--- config.mk ---
export PLATFORM = sky130hd
export DESIGN_NAME = bcu_count
export DESIGN_NICKNAME = d
export VERILOG_FILES = /design/src/rtl/bcu_pkg.sv /design/src/rtl/bcu_lzc_tree.sv /design/src/rtl/bcu_pop_tree.sv /design/src/rtl/bcu_count.sv
export SDC_FILE = /design/constraint.sdc
export NUM_CORES = 1
export LEC_CHECK = 0
export BUFFER_PORTS_ARGS = -buffer_cell sky130_fd_sc_hd__buf_2
export CORE_ASPECT_RATIO = 1.2
export CORE_MARGIN = 4
export CORE_UTILIZATION = 40
export CTS_BUF_LIST = sky130_fd_sc_hd__clkbuf_8
export CTS_CLUSTER_SIZE = 24
export DETAILED_ROUTE_END_ITERATION = 8
export GPL_TIMING_DRIVEN = 0
export SLEW_MARGIN = 0
export SYNTH_ARGS = -nofsm -noshare
export SYNTH_HDL_FRONTEND = slang
export SYNTH_HIERARCHICAL = 1
export SYNTH_SLANG_ARGS = --single-unit
--- constraint.sdc ---
create_clock -name clk -period 1 [get_ports clk]
set_input_delay 0.2 -clock clk [delete_from_list [all_inputs] [get_ports clk]]
set_output_delay 0.2 -clock clk [all_outputs]
set_load 0.01 [all_outputs]
--- src/rtl/bcu_pkg.sv ---
package bcu_pkg;

    typedef enum logic [1:0] {
        KIND_LEAD  = 2'b00,
        KIND_TRAIL = 2'b01,
        KIND_POP   = 2'b10,
        KIND_RSVD  = 2'b11
    } count_kind_e;

    localparam int WORD_W = 32;

endpackage

--- src/rtl/bcu_lzc_tree.sv ---
module bcu_lzc_tree #(
    parameter int W = 64
) (
    input  logic [W-1:0]         vec,
    output logic [$clog2(W)-1:0] lead,
    output logic                 any
);
    localparam int LOG = $clog2(W);

    // Heap-ordered tree: node i has children 2i (lower half) and 2i+1 (upper half).
    logic [LOG-1:0] ncnt [1:2*W-1];
    logic           nvld [1:2*W-1];

    genvar k;
    generate
        for (k = 0; k < W; k++) begin : g_leaf
            assign nvld[W+k] = vec[k];
            assign ncnt[W+k] = '0;
        end
        for (k = 1; k < W; k++) begin : g_node
            localparam int DEPTH = $clog2(k + 1) - 1;
            localparam int SPAN  = W >> (DEPTH + 1);
            assign nvld[k] = nvld[2*k] | nvld[2*k+1];
            assign ncnt[k] = nvld[2*k+1] ? ncnt[2*k+1]
                                         : ncnt[2*k] + LOG'(SPAN);
        end
    endgenerate

    assign lead = ncnt[1];
    assign any  = nvld[1];

endmodule

--- src/rtl/bcu_pop_tree.sv ---
module bcu_pop_tree #(
    parameter int W = 64
) (
    input  logic [W-1:0]         vec,
    output logic [$clog2(W):0]   ones
);
    localparam int CW = $clog2(W) + 1;

    logic [CW-1:0] nsum [1:2*W-1];

    genvar k;
    generate
        for (k = 0; k < W; k++) begin : g_leaf
            assign nsum[W+k] = CW'(vec[k]);
        end
        for (k = 1; k < W; k++) begin : g_node
            assign nsum[k] = nsum[2*k] + nsum[2*k+1];
        end
    endgenerate

    assign ones = nsum[1];

endmodule

--- src/rtl/bcu_count.sv ---
module bcu_count
    import bcu_pkg::*;
#(
    parameter int XLEN = 64
) (
    input  logic            clk,
    input  logic            rst_n,
    input  logic [2:0]      op,
    input  logic [XLEN-1:0] operand,
    output logic [XLEN-1:0] count
);
    localparam int  LOG      = $clog2(XLEN);
    localparam int  CW       = LOG + 1;
    localparam bit  HAS_WORD = (XLEN > WORD_W);

    typedef struct packed {
        logic [CW-1:0] cnt;
    } state_t;

    state_t state_d, state_q;

    count_kind_e     kind;
    logic            word;
    logic [XLEN-1:0] lead_word, trail_word, pop_word;
    logic [XLEN-1:0] lead_src, trail_src, trail_rev;
    logic [XLEN-1:0] scan_vec, pop_vec;
    logic [LOG-1:0]  lz_cnt;
    logic            lz_any;
    logic [CW-1:0]   zero_cnt;
    logic [CW-1:0]   pop_cnt;

    // Word-mode operand shaping: a sentinel one beside the low word caps the scan at 32.
    generate
        if (HAS_WORD) begin : g_word
            assign lead_word  = {operand[WORD_W-1:0], 1'b1, {(XLEN-WORD_W-1){1'b0}}};
            assign trail_word = {{(XLEN-WORD_W-1){1'b0}}, 1'b1, operand[WORD_W-1:0]};
            assign pop_word   = {{(XLEN-WORD_W){1'b0}}, operand[WORD_W-1:0]};
        end else begin : g_full_only
            assign lead_word  = operand;
            assign trail_word = operand;
            assign pop_word   = operand;
        end
    endgenerate

    always_comb begin
        kind      = count_kind_e'(op[1:0]);
        word      = HAS_WORD && op[2];
        lead_src  = word ? lead_word  : operand;
        trail_src = word ? trail_word : operand;
        pop_vec   = word ? pop_word   : operand;
        for (int i = 0; i < XLEN; i++) begin
            trail_rev[i] = trail_src[XLEN-1-i];
        end
        scan_vec  = (kind == KIND_TRAIL) ? trail_rev : lead_src;
    end

    bcu_lzc_tree #(.W(XLEN)) u_lzc (
        .vec  (scan_vec),
        .lead (lz_cnt),
        .any  (lz_any)
    );

    bcu_pop_tree #(.W(XLEN)) u_pop (
        .vec  (pop_vec),
        .ones (pop_cnt)
    );

    always_comb begin
        zero_cnt = lz_any ? {1'b0, lz_cnt} : {1'b1, {LOG{1'b0}}};
        state_d  = state_q;
        unique case (kind)
            KIND_LEAD, KIND_TRAIL: state_d.cnt = zero_cnt;
            KIND_POP:              state_d.cnt = pop_cnt;
            default:               state_d.cnt = '0;
        endcase
    end

    always_ff @(posedge clk or negedge rst_n) begin
        if (!rst_n) begin
            state_q <= '0;
        end else begin
            state_q <= state_d;
        end
    end

    assign count = {{(XLEN-CW){1'b0}}, state_q.cnt};

endmodule

# Word level (Yosys, flattened, before mapping)
# Index checks and enable logic that the tools add are counted.
[totals]
word_cells = 231
register_bits = 7
out_inout_bits = 64
input_bits = 69
[op_classes]
reduce_logical = 2
bitwise_logic = 63
n_addsub = 94
n_mux = 69
n_eq_ne = 2
[ops]
columns = ["cell", "n"]
rows = [
  ["64-bit two-way mux", 4],
  ["6-bit two-way mux", 31],
  ["1-bit by 1-bit adder with 2-bit output", 32],
  ["1-bit bitwise OR", 63],
  ["1-bit by 2-bit adder with 3-bit output (second input constant)", 16],
  ["2-bit by 2-bit adder with 3-bit output", 16],
  ["6-bit by 3-bit adder with 6-bit output (second input constant)", 8],
  ["3-bit by 3-bit adder with 4-bit output", 8],
  ["1-bit two-way mux", 32],
  ["6-bit by 4-bit adder with 6-bit output (second input constant)", 4],
  ["4-bit by 4-bit adder with 5-bit output", 4],
  ["7-bit one-hot mux with 2 select lines", 1],
  ["5-bit by 5-bit adder with 6-bit output", 2],
  ["6-bit by 5-bit adder with 6-bit output (second input constant)", 2],
  ["6-bit by 6-bit adder with 7-bit output", 1],
  ["7-bit two-way mux", 1],
  ["6-bit adder (second input constant)", 1],
  ["2-bit by 1-bit == test with 1-bit output (second input constant)", 1],
  ["2-bit == test (second input constant)", 1],
  ["2-bit logical NOT", 1],
  ["2-bit OR reduction", 1],
]

# Longest topological paths before layout
# Gate-level depths: netlist of run 1.
[depth]
ltp_word = 15
ltp_mapped = 23
depth_no_buf = 22

# By module
# Netlist of run 1, hierarchy kept.
[modules_own_cells]
columns = ["mod", "seq_area_each_um2", "area_each_um2", "cells_per_inst", "n_inst"]
rows = [
  ["bcu_pop_tree", 0.0, 2204.6, 218, 1],
  ["bcu_count", 175.2, 1941.9, 328, 1],
  ["bcu_lzc_tree", 0.0, 704.4, 116, 1],
]

# Worst setup path after synthesis of run 1
# OpenSTA, ideal clock, no wires.
[synth_timing]
path_type = "input to register"
start = "input port op[2]"
end = "register state_q[5] (netlist name)"
stages = 23
n_path_buf = 1
t_required_ns = 0.879
t_arrival_ns = 5.556
setup_ns = 0.121
setup_slack_ns = -4.677
cell_sequence = "buf_2 -> nor2b_1 -> ha_1 -> inv_1 -> fa_1 -> fa_1 -> fa_1 -> inv_1 -> fa_1 -> inv_1 -> fa_1 -> inv_1 -> fa_1 -> inv_1 -> fa_1 -> inv_1 -> ha_1 -> inv_1 -> fa_1 -> nand2b_1 -> a21oi_1 -> xor2_1 -> a22o_1"
[synth_rtl]
columns = ["element", "line", "text"]
rows = [
  ["start, declared", "bcu_count.sv:8", "input logic [2:0] op,"],
  ["end signal, assigned", "bcu_count.sv:82", "state_q <= state_d;"],
  ["end, declared", "bcu_count.sv:20", "state_t state_d, state_q;"],
]

==> results.json, run 1 <==
{
  "run_status": "finished, violations left",
  "failed_checks": "setup timing",
  "layout-area-overhead-vs-synth_pct": 30.6,
  "clock-root-buffer": "sky130_fd_sc_hd__clkbuf_8",
  "syn-mean-instance-area_um2": 7.33,
  "relSlewSlack_pct": 34.0,
  "largest_registers": "state_q x7",
  "hold_depth": 2,
  "largest_reg_flops": 7,
  "cp.required_ps": 1110,
  "power.ir.vdd_worst_mv": 6.94,
  "place.port_buffers": 75,
  "vias": 4827,
  "die_area_um2": 14000,
  "place.detailed.hpwl_um": 14900,
  "largest_register": "state_q",
  "hold_path_end": "state_q[6]",
  "dr.first_iter.drc_count": 334,
  "final_hold_viol_count": 0,
  "yosys_warnings": 6,
  "row_count": 43,
  "clock-sinks": 7,
  "critical_path_class": "in2reg",
  "clock_tree.htree_level_count": 1,
  "routed_wirelength_um": 17200,
  "global_route.overflow_total": 0,
  "cts_tree": "built",
  "timing.critical_path.fanout_max": 5,
  "antenna_found_initial": 0,
  "cp.arrival_ps": 5650,
  "die_height_um": 129,
  "fp.coreArea_um2": 11700,
  "grt_max_degree": 11,
  "drv_slew": 0,
  "grt_pass1_vias": 4752,
  "setup_slack_ps": -4540,
  "final_core_util_pct": 54.0,
  "dr.pass1.iters": 4,
  "maxClockFrequency_ghz": 0.180,
  "min-delay-path-class": "in2reg",
  "cts_buf_count": 3,
  "synth-edff-count": 0,
  "via_per_inst": 4.98,
  "final_antenna_net_count": 0,
  "final_min_period_over_clock_period_pct": 554,
  "antennaDiodeCount": 0,
  "finalNonFillerCells": 970,
  "leakage_power_nw": 3.21,
  "asyncSetResetFlopFracSynth_pct": 100,
  "netlist-cell-type-count": 49,
  "mappedNetlistArea_um2": 4850,
  "gr-usage-all-layers_pct": 24.1,
  "ctsLongestPathBuffers": 2,
  "drt-wirelength-per-cell_um": 17.7,
  "ff_latch_count_synth": 7,
  "power.density_nw_per_um2": 2950,
  "start_util_pct": 41.4,
  "startpoint_type": "primary input",
  "grt_setup_unrepaired": "true",
  "worst_slew_pin_slew_ps": 965,
  "dieWidth_um": 109,
  "globalplace.congestion": 0.919,
  "grt_pass1_wl_um": 25500,
  "post_synth_inst_count": 662,
  "design.portCount": 133,
  "worstHoldStart": "op[1]",
  "drive_gt1_share_pct": 33.1,
  "cap_viol_max_count": 0,
  "clk_pin_slew_ps": 40,
  "finish_stage_setup_viols": 7,
  "final_nets": 986,
  "ys.flop_type": "sky130_fd_sc_hd__dfrtp_1",
  "synth-seq-area-share_pct": 3.61,
  "post-route-drc-count": 0,
  "finalCriticalPeriod_ps": 5540,
  "crit_path_end_kind": "flip-flop",
  "post-place-cells": 950
}
==> logic make-up after synthesis <==
| group | synth area share [%] |
|---|---|
| flops | 3.61 |
| buf+inv | 21.2 |
| simple gates | 21.0 |
| fa+ha+maj | 35.9 |
| compound gates | 17.7 |
| other cells | 0.0773 |
| xor+xnor | 0.542 |
==> per-layer routing <==
layer | GRT usage (%) | vias up | share of wire, % | wire (µm)
li1 | - | 2326 | - | -
met1 | 31.5 | 2236 | 40 | 6880
met2 | 41.4 | 230 | 49 | 8480
met3 | 2.01 | 35 | 6.6 | 1140
met4 | 8.84 | 0 | 4.1 | 712
met5 | 0 | - | 0 | 0
==> metrics by stage <==
step	hold WS, ps	TNS, ps	total power [mW]	cell area (µm²)	setup WS (ps)
2_1_floorplan	-95.6	-27850	12.0	5220	-4300
3_3_place_gp	30.9	-32220	15.0	5790	-4990
3_5_place_dp	34.4	-32410	15.4	5790	-5030
4_1_cts	224	-29430	17.3	6180	-4530
5_1_grt	233	-30020	20.1	6340	-4700
6_report	230	-29120	18.7	6340	-4540
==> area by class of cell <==
type | count | area (µm²)
fill | 1192 | 5390
tap | 157 | 196
multi-input combinational | 516 | 4250
timing repair buffer | 91 | 601
buffer | 82 | 648
clock buffer | 3 | 41.3
inverter | 113 | 424
sequential | 7 | 175
clock inverter | 1 | 3.75
==> power by group <==
group	leakage [nW]	internal, mW	switching [mW]
Sequential	0.0935	0.388	0.0169
Combinational	3.09	8.06	9.86
Clock	0.0269	0.264	0.108
Total	3.21	8.71	9.99
==> placed cells by master (no fill, tap or decap), types with 3 or more instances in the layout <==
cell,instances
sky130_fd_sc_hd__buf_16,5
sky130_fd_sc_hd__nor2b_4,20
sky130_fd_sc_hd__a22o_1,5
sky130_fd_sc_hd__nor4_2,3
sky130_fd_sc_hd__fa_2,18
sky130_fd_sc_hd__a21oi_2,6
sky130_fd_sc_hd__buf_2,85
sky130_fd_sc_hd__o31ai_1,7
sky130_fd_sc_hd__buf_4,69
sky130_fd_sc_hd__nor2b_1,14
sky130_fd_sc_hd__a21oi_1,71
sky130_fd_sc_hd__conb_1,57
sky130_fd_sc_hd__ha_4,10
sky130_fd_sc_hd__o21bai_1,3
sky130_fd_sc_hd__a21boi_0,3
sky130_fd_sc_hd__buf_6,4
sky130_fd_sc_hd__nor4_1,8
sky130_fd_sc_hd__nand3_1,4
sky130_fd_sc_hd__a2111oi_0,5
sky130_fd_sc_hd__o21ai_0,7
sky130_fd_sc_hd__nand2_1,101
sky130_fd_sc_hd__nor3_1,8
sky130_fd_sc_hd__buf_12,4
sky130_fd_sc_hd__fa_1,42
sky130_fd_sc_hd__o21ai_1,34
sky130_fd_sc_hd__clkbuf_8,3
sky130_fd_sc_hd__nor2_1,23
sky130_fd_sc_hd__inv_1,96
sky130_fd_sc_hd__inv_2,18
sky130_fd_sc_hd__ha_2,4
sky130_fd_sc_hd__ha_1,29
sky130_fd_sc_hd__nor2b_2,6
sky130_fd_sc_hd__dfrtp_1,7
sky130_fd_sc_hd__or4_1,4
==> worst max path at each step <==
stage | startpoint | to | cells after the start
3_3_place_gp | op[2] | state_q[5] | 24
4_1_cts | op[2] | state_q[5] | 20
2_1_floorplan | op[2] | state_q[5] | 23
3_5_place_dp | op[2] | state_q[5] | 24
5_1_grt | op[2] | state_q[5] | 24
6_report | op[2] | state_q[5] | 20
==> critical path: stages <==
cell                       delay [ps]
sky130_fd_sc_hd__buf_16           130
sky130_fd_sc_hd__buf_12           150
sky130_fd_sc_hd__nor2b_4          150
sky130_fd_sc_hd__ha_4             160
sky130_fd_sc_hd__inv_2             40
sky130_fd_sc_hd__fa_1             520
sky130_fd_sc_hd__fa_2             610
sky130_fd_sc_hd__fa_2             450
sky130_fd_sc_hd__fa_2             600
sky130_fd_sc_hd__fa_1             440
sky130_fd_sc_hd__fa_2             560
sky130_fd_sc_hd__fa_1             400
sky130_fd_sc_hd__inv_2             80
sky130_fd_sc_hd__ha_4             120
sky130_fd_sc_hd__inv_2             30
sky130_fd_sc_hd__fa_2             360
sky130_fd_sc_hd__nand2b_4         160
sky130_fd_sc_hd__a21oi_4          140
sky130_fd_sc_hd__xor2_2           110
sky130_fd_sc_hd__a22o_1           240
==> cell usage after synthesis (2+ instances only) <==
master | instances | area share (%)
sky130_fd_sc_hd__a21oi_2 | 5 | 0.90
sky130_fd_sc_hd__buf_2 | 14 | 1.4
sky130_fd_sc_hd__nor2b_1 | 39 | 5.0
sky130_fd_sc_hd__clkbuf_2 | 2 | 0.21
sky130_fd_sc_hd__o21bai_1 | 3 | 0.46
sky130_fd_sc_hd__and3_1 | 2 | 0.26
sky130_fd_sc_hd__buf_6 | 4 | 0.93
sky130_fd_sc_hd__xnor2_1 | 2 | 0.36
sky130_fd_sc_hd__nand2_1 | 101 | 7.8
sky130_fd_sc_hd__inv_1 | 113 | 8.7
sky130_fd_sc_hd__nand3_1 | 4 | 0.41
sky130_fd_sc_hd__o21ai_0 | 9 | 0.93
sky130_fd_sc_hd__nor4_1 | 8 | 1.0
sky130_fd_sc_hd__o211ai_1 | 2 | 0.31
sky130_fd_sc_hd__or4_1 | 4 | 0.62
sky130_fd_sc_hd__o21ai_1 | 32 | 3.3
sky130_fd_sc_hd__a2111oi_0 | 5 | 0.90
sky130_fd_sc_hd__clkbuf_1 | 2 | 0.15
sky130_fd_sc_hd__nand2b_1 | 2 | 0.26
sky130_fd_sc_hd__a22o_1 | 5 | 0.90
sky130_fd_sc_hd__o31ai_1 | 7 | 1.1
sky130_fd_sc_hd__a21boi_0 | 3 | 0.46
sky130_fd_sc_hd__dfrtp_1 | 7 | 3.6
sky130_fd_sc_hd__nor2_1 | 23 | 1.8
sky130_fd_sc_hd__nor3_1 | 8 | 0.83
sky130_fd_sc_hd__ha_1 | 43 | 11
sky130_fd_sc_hd__a21oi_1 | 73 | 7.5
sky130_fd_sc_hd__fa_1 | 60 | 25
sky130_fd_sc_hd__buf_4 | 58 | 9.0
sky130_fd_sc_hd__nor4_2 | 3 | 0.77
==> timing repair <==
| item | in CTS | in global routing |
|---|---|---|
| buffers inserted | 7 | 4 |
| endpoints found under the setup margin | 7 | 7 |
| resized for setup | 50 | 29 |
| hold endpoints to repair | 7 | 0 |
| cloned | 4 | 0 |
| pin swaps | 16 | 21 |
| hold buffers | 1 | 0 |
Note: power is estimated with default switching activity, not from simulation.
==> inputs of run 2 (changes only) <==
--- a/config.mk
+++ b/config.mk
@@ -5,6 +5,7 @@
 export SDC_FILE = /design/constraint.sdc
 export NUM_CORES = 1
 export LEC_CHECK = 0
+export ABC_AREA = 1
 export BUFFER_PORTS_ARGS = -buffer_cell sky130_fd_sc_hd__buf_2
 export CORE_ASPECT_RATIO = 1.2
 export CORE_MARGIN = 4
==> results.json, run 2 <==
{
  "run_status": "finished, violations left",
  "failed_checks": "setup timing",
  "largest_register": "state_q",
  "layout-area-overhead-vs-synth_pct": 26.7,
  "cp.arrival_ps": 5560,
  "synth-seq-area-share_pct": 3.28,
  "clock-sinks": 7,
  "power.ir.vdd_worst_mv": 5.28,
  "drive_gt1_share_pct": 29.2,
  "final_min_period_over_clock_period_pct": 540,
  "relSlewSlack_pct": 64.8,
  "synth_area_leaders": "sky130_fd_sc_hd__nand2_1, sky130_fd_sc_hd__fa_1, sky130_fd_sc_hd__inv_1",
  "min-delay-path-class": "in2reg",
  "cts_buf_count": 3,
  "global_route.overflow_total": 0,
  "mostFrequentLayoutCell": "sky130_fd_sc_hd__nand2_1",
  "maxClockFrequency_ghz": 0.185,
  "vias": 5296,
  "netlist-cell-type-count": 30,
  "critical_path_class": "in2reg",
  "cp.required_ps": 1160,
  "routed_wirelength_um": 16200,
  "finalInstanceArea_um2": 6760,
  "yosysMostFrequentCell": "sky130_fd_sc_hd__nand2_1",
  "final_nets": 1194,
  "setup_slack_ps": -4400,
  "gr-usage-all-layers_pct": 20.9,
  "most-common-layout-cells": "sky130_fd_sc_hd__nand2_1, sky130_fd_sc_hd__inv_1, sky130_fd_sc_hd__buf_2, sky130_fd_sc_hd__buf_4, sky130_fd_sc_hd__conb_1",
  "ys.flop_type": "sky130_fd_sc_hd__dfrtp_1",
  "worstHoldStart": "op[1]",
  "post-route-drc-count": 0,
  "dr.pass1.iters": 5,
  "filler_cell_count": 1374,
  "row_count": 45,
  "timing.critical_path.fanout_max": 5,
  "synth_top_cells_by_count": "sky130_fd_sc_hd__nand2_1, sky130_fd_sc_hd__inv_1, sky130_fd_sc_hd__buf_4",
  "power.density_nw_per_um2": 2870,
  "syn-mean-instance-area_um2": 6.09,
  "max_stage_delay_ps": 580,
  "design.portCount": 133,
  "place.port_buffers": 74,
  "drv_slew": 0,
  "yosysTopAreaCellShare_pct": 24.4,
  "clk_pin_slew_ps": 40,
  "die_area_um2": 15300,
  "clock-root-buffer": "sky130_fd_sc_hd__clkbuf_8",
  "yosys_warnings": 6,
  "grt_pass1_wl_um": 25300,
  "cts_tree": "built",
  "crit_top_cell": "sky130_fd_sc_hd__inv_2",
  "antenna_found_initial": 0,
  "critical-path-slowest-cell": "sky130_fd_sc_hd__fa_2",
  "startpoint_type": "primary input",
  "ff_latch_count_synth": 7,
  "largest_reg_flops": 7,
  "cap_viol_max_count": 0,
  "via_per_inst": 4.47,
  "largest_registers": "state_q x7",
  "final_antenna_net_count": 0,
  "synth_area_leader_cell": "sky130_fd_sc_hd__nand2_1",
  "dieWidth_um": 113,
  "place.detailed.hpwl_um": 14400,
  "final_hold_viol_count": 0,
  "dr.first_iter.drc_count": 288,
  "globalplace.congestion": 0.962,
  "synth-edff-count": 0,
  "grt_max_degree": 11,
  "post-place-cells": 1170,
  "die_height_um": 135,
  "drt-wirelength-per-cell_um": 13.6,
  "post_synth_inst_count": 876,
  "finish_stage_setup_viols": 7,
  "start_util_pct": 41.6,
  "finalCriticalPeriod_ps": 5400,
  "hold_path_end": "state_q[6]",
  "asyncSetResetFlopFracSynth_pct": 100,
  "fp.coreArea_um2": 12800,
  "worst_slew_pin_slew_ps": 523,
  "hold_depth": 2,
  "leakage_power_nw": 4.23,
  "mappedNetlistArea_um2": 5340,
  "ctsLongestPathBuffers": 2,
  "crit_path_end_kind": "flip-flop",
  "clock_tree.htree_level_count": 1,
  "grt_setup_unrepaired": "true",
  "post_dp_cell_area_um2": 6360,
  "antennaDiodeCount": 0,
  "grt_pass1_vias": 5070,
  "finalNonFillerCells": 1185
}
## run 2: where the power goes
part	switching [mW]	internal (mW)
Clock	0.116	0.265
Combinational	10.4	8.18
Sequential	0.0136	0.395
Total	10.6	8.84
## run 2: per-layer routing
metal,GRT usage [%],vias to the layer above,wire length [µm]
met2,36.9,170,7980
met4,6.28,0,565
met1,27.5,2362,6850
met5,0,-,0
li1,-,2737,-
met3,1.17,27,769
## run 2: worst max-delay path: cells and delay by family
family | cells | cell delay, ps
fa+ha+maj | 10 | 4080
buf+inv | 12 | 790
simple gates | 7 | 500
## run 2: logic make-up after synthesis
kind of cell | Yosys count | synth area share (%)
compound gates | 37 | 3.54
xor+xnor | 1 | 0.164
fa+ha+maj | 103 | 32.6
buf+inv | 278 | 24.5
flops | 7 | 3.28
other cells | 1 | 0.0703
simple gates | 449 | 35.9
## run 2: through the flow
step / utilization (%) / setup WS (ps) / total power [mW] / hold slack [ps] / TNS, ps
2_1_floorplan: - / -4290 / 14.8 / -95.6 / -27910
3_3_place_gp: 49.6 / -4810 / 17.0 / 36.0 / -31020
3_5_place_dp: 49.6 / -4790 / 17.3 / 39.7 / -30950
4_1_cts: 51.9 / -4440 / 18.8 / 236 / -28880
5_1_grt: 52.7 / -4590 / 21.1 / 244 / -29600
6_report: 52.7 / -4400 / 19.4 / 229 / -28630
## run 2: area by class of cell
type                    instances  area [µm²]  share of cell area, %
clock buffers                   3        41.3                  0.611
well taps                     164         205                   3.03
clock inverters                 1        3.75                 0.0555
inverters                     199         786                   11.6
repair inverters                1        11.3                  0.167
repair buffers                 84         493                   7.29
flip-flops and latches          7         175                   2.59
multi-input cells             647        4430                   65.6
plain buffers                  79         613                   9.07
## run 2: repair_timing
| action | in CTS | in global routing |
|---|---|---|
| endpoints found under the hold margin | 7 | 0 |
| gates resized for setup | 43 | 25 |
| hold buffers | 1 | 0 |
| endpoints found under the setup margin | 7 | 7 |
| gates cloned | 2 | 2 |
| setup buffers | 6 | 1 |
| pin swaps | 23 | 25 |
## run 2: worst max-delay path by stage
| stage | cells after the start | startpoint | to | slack [ps] |
|---|---|---|---|---|
| floorplan | 28 | op[2] | state_q[5] | -4290 |
| global placement | 25 | op[2] | state_q[5] | -4810 |
| detailed placement | 25 | op[2] | state_q[5] | -4790 |
| CTS | 28 | op[2] | state_q[5] | -4440 |
| global route | 29 | op[2] | state_q[5] | -4590 |
| finish | 29 | op[2] | state_q[5] | -4400 |
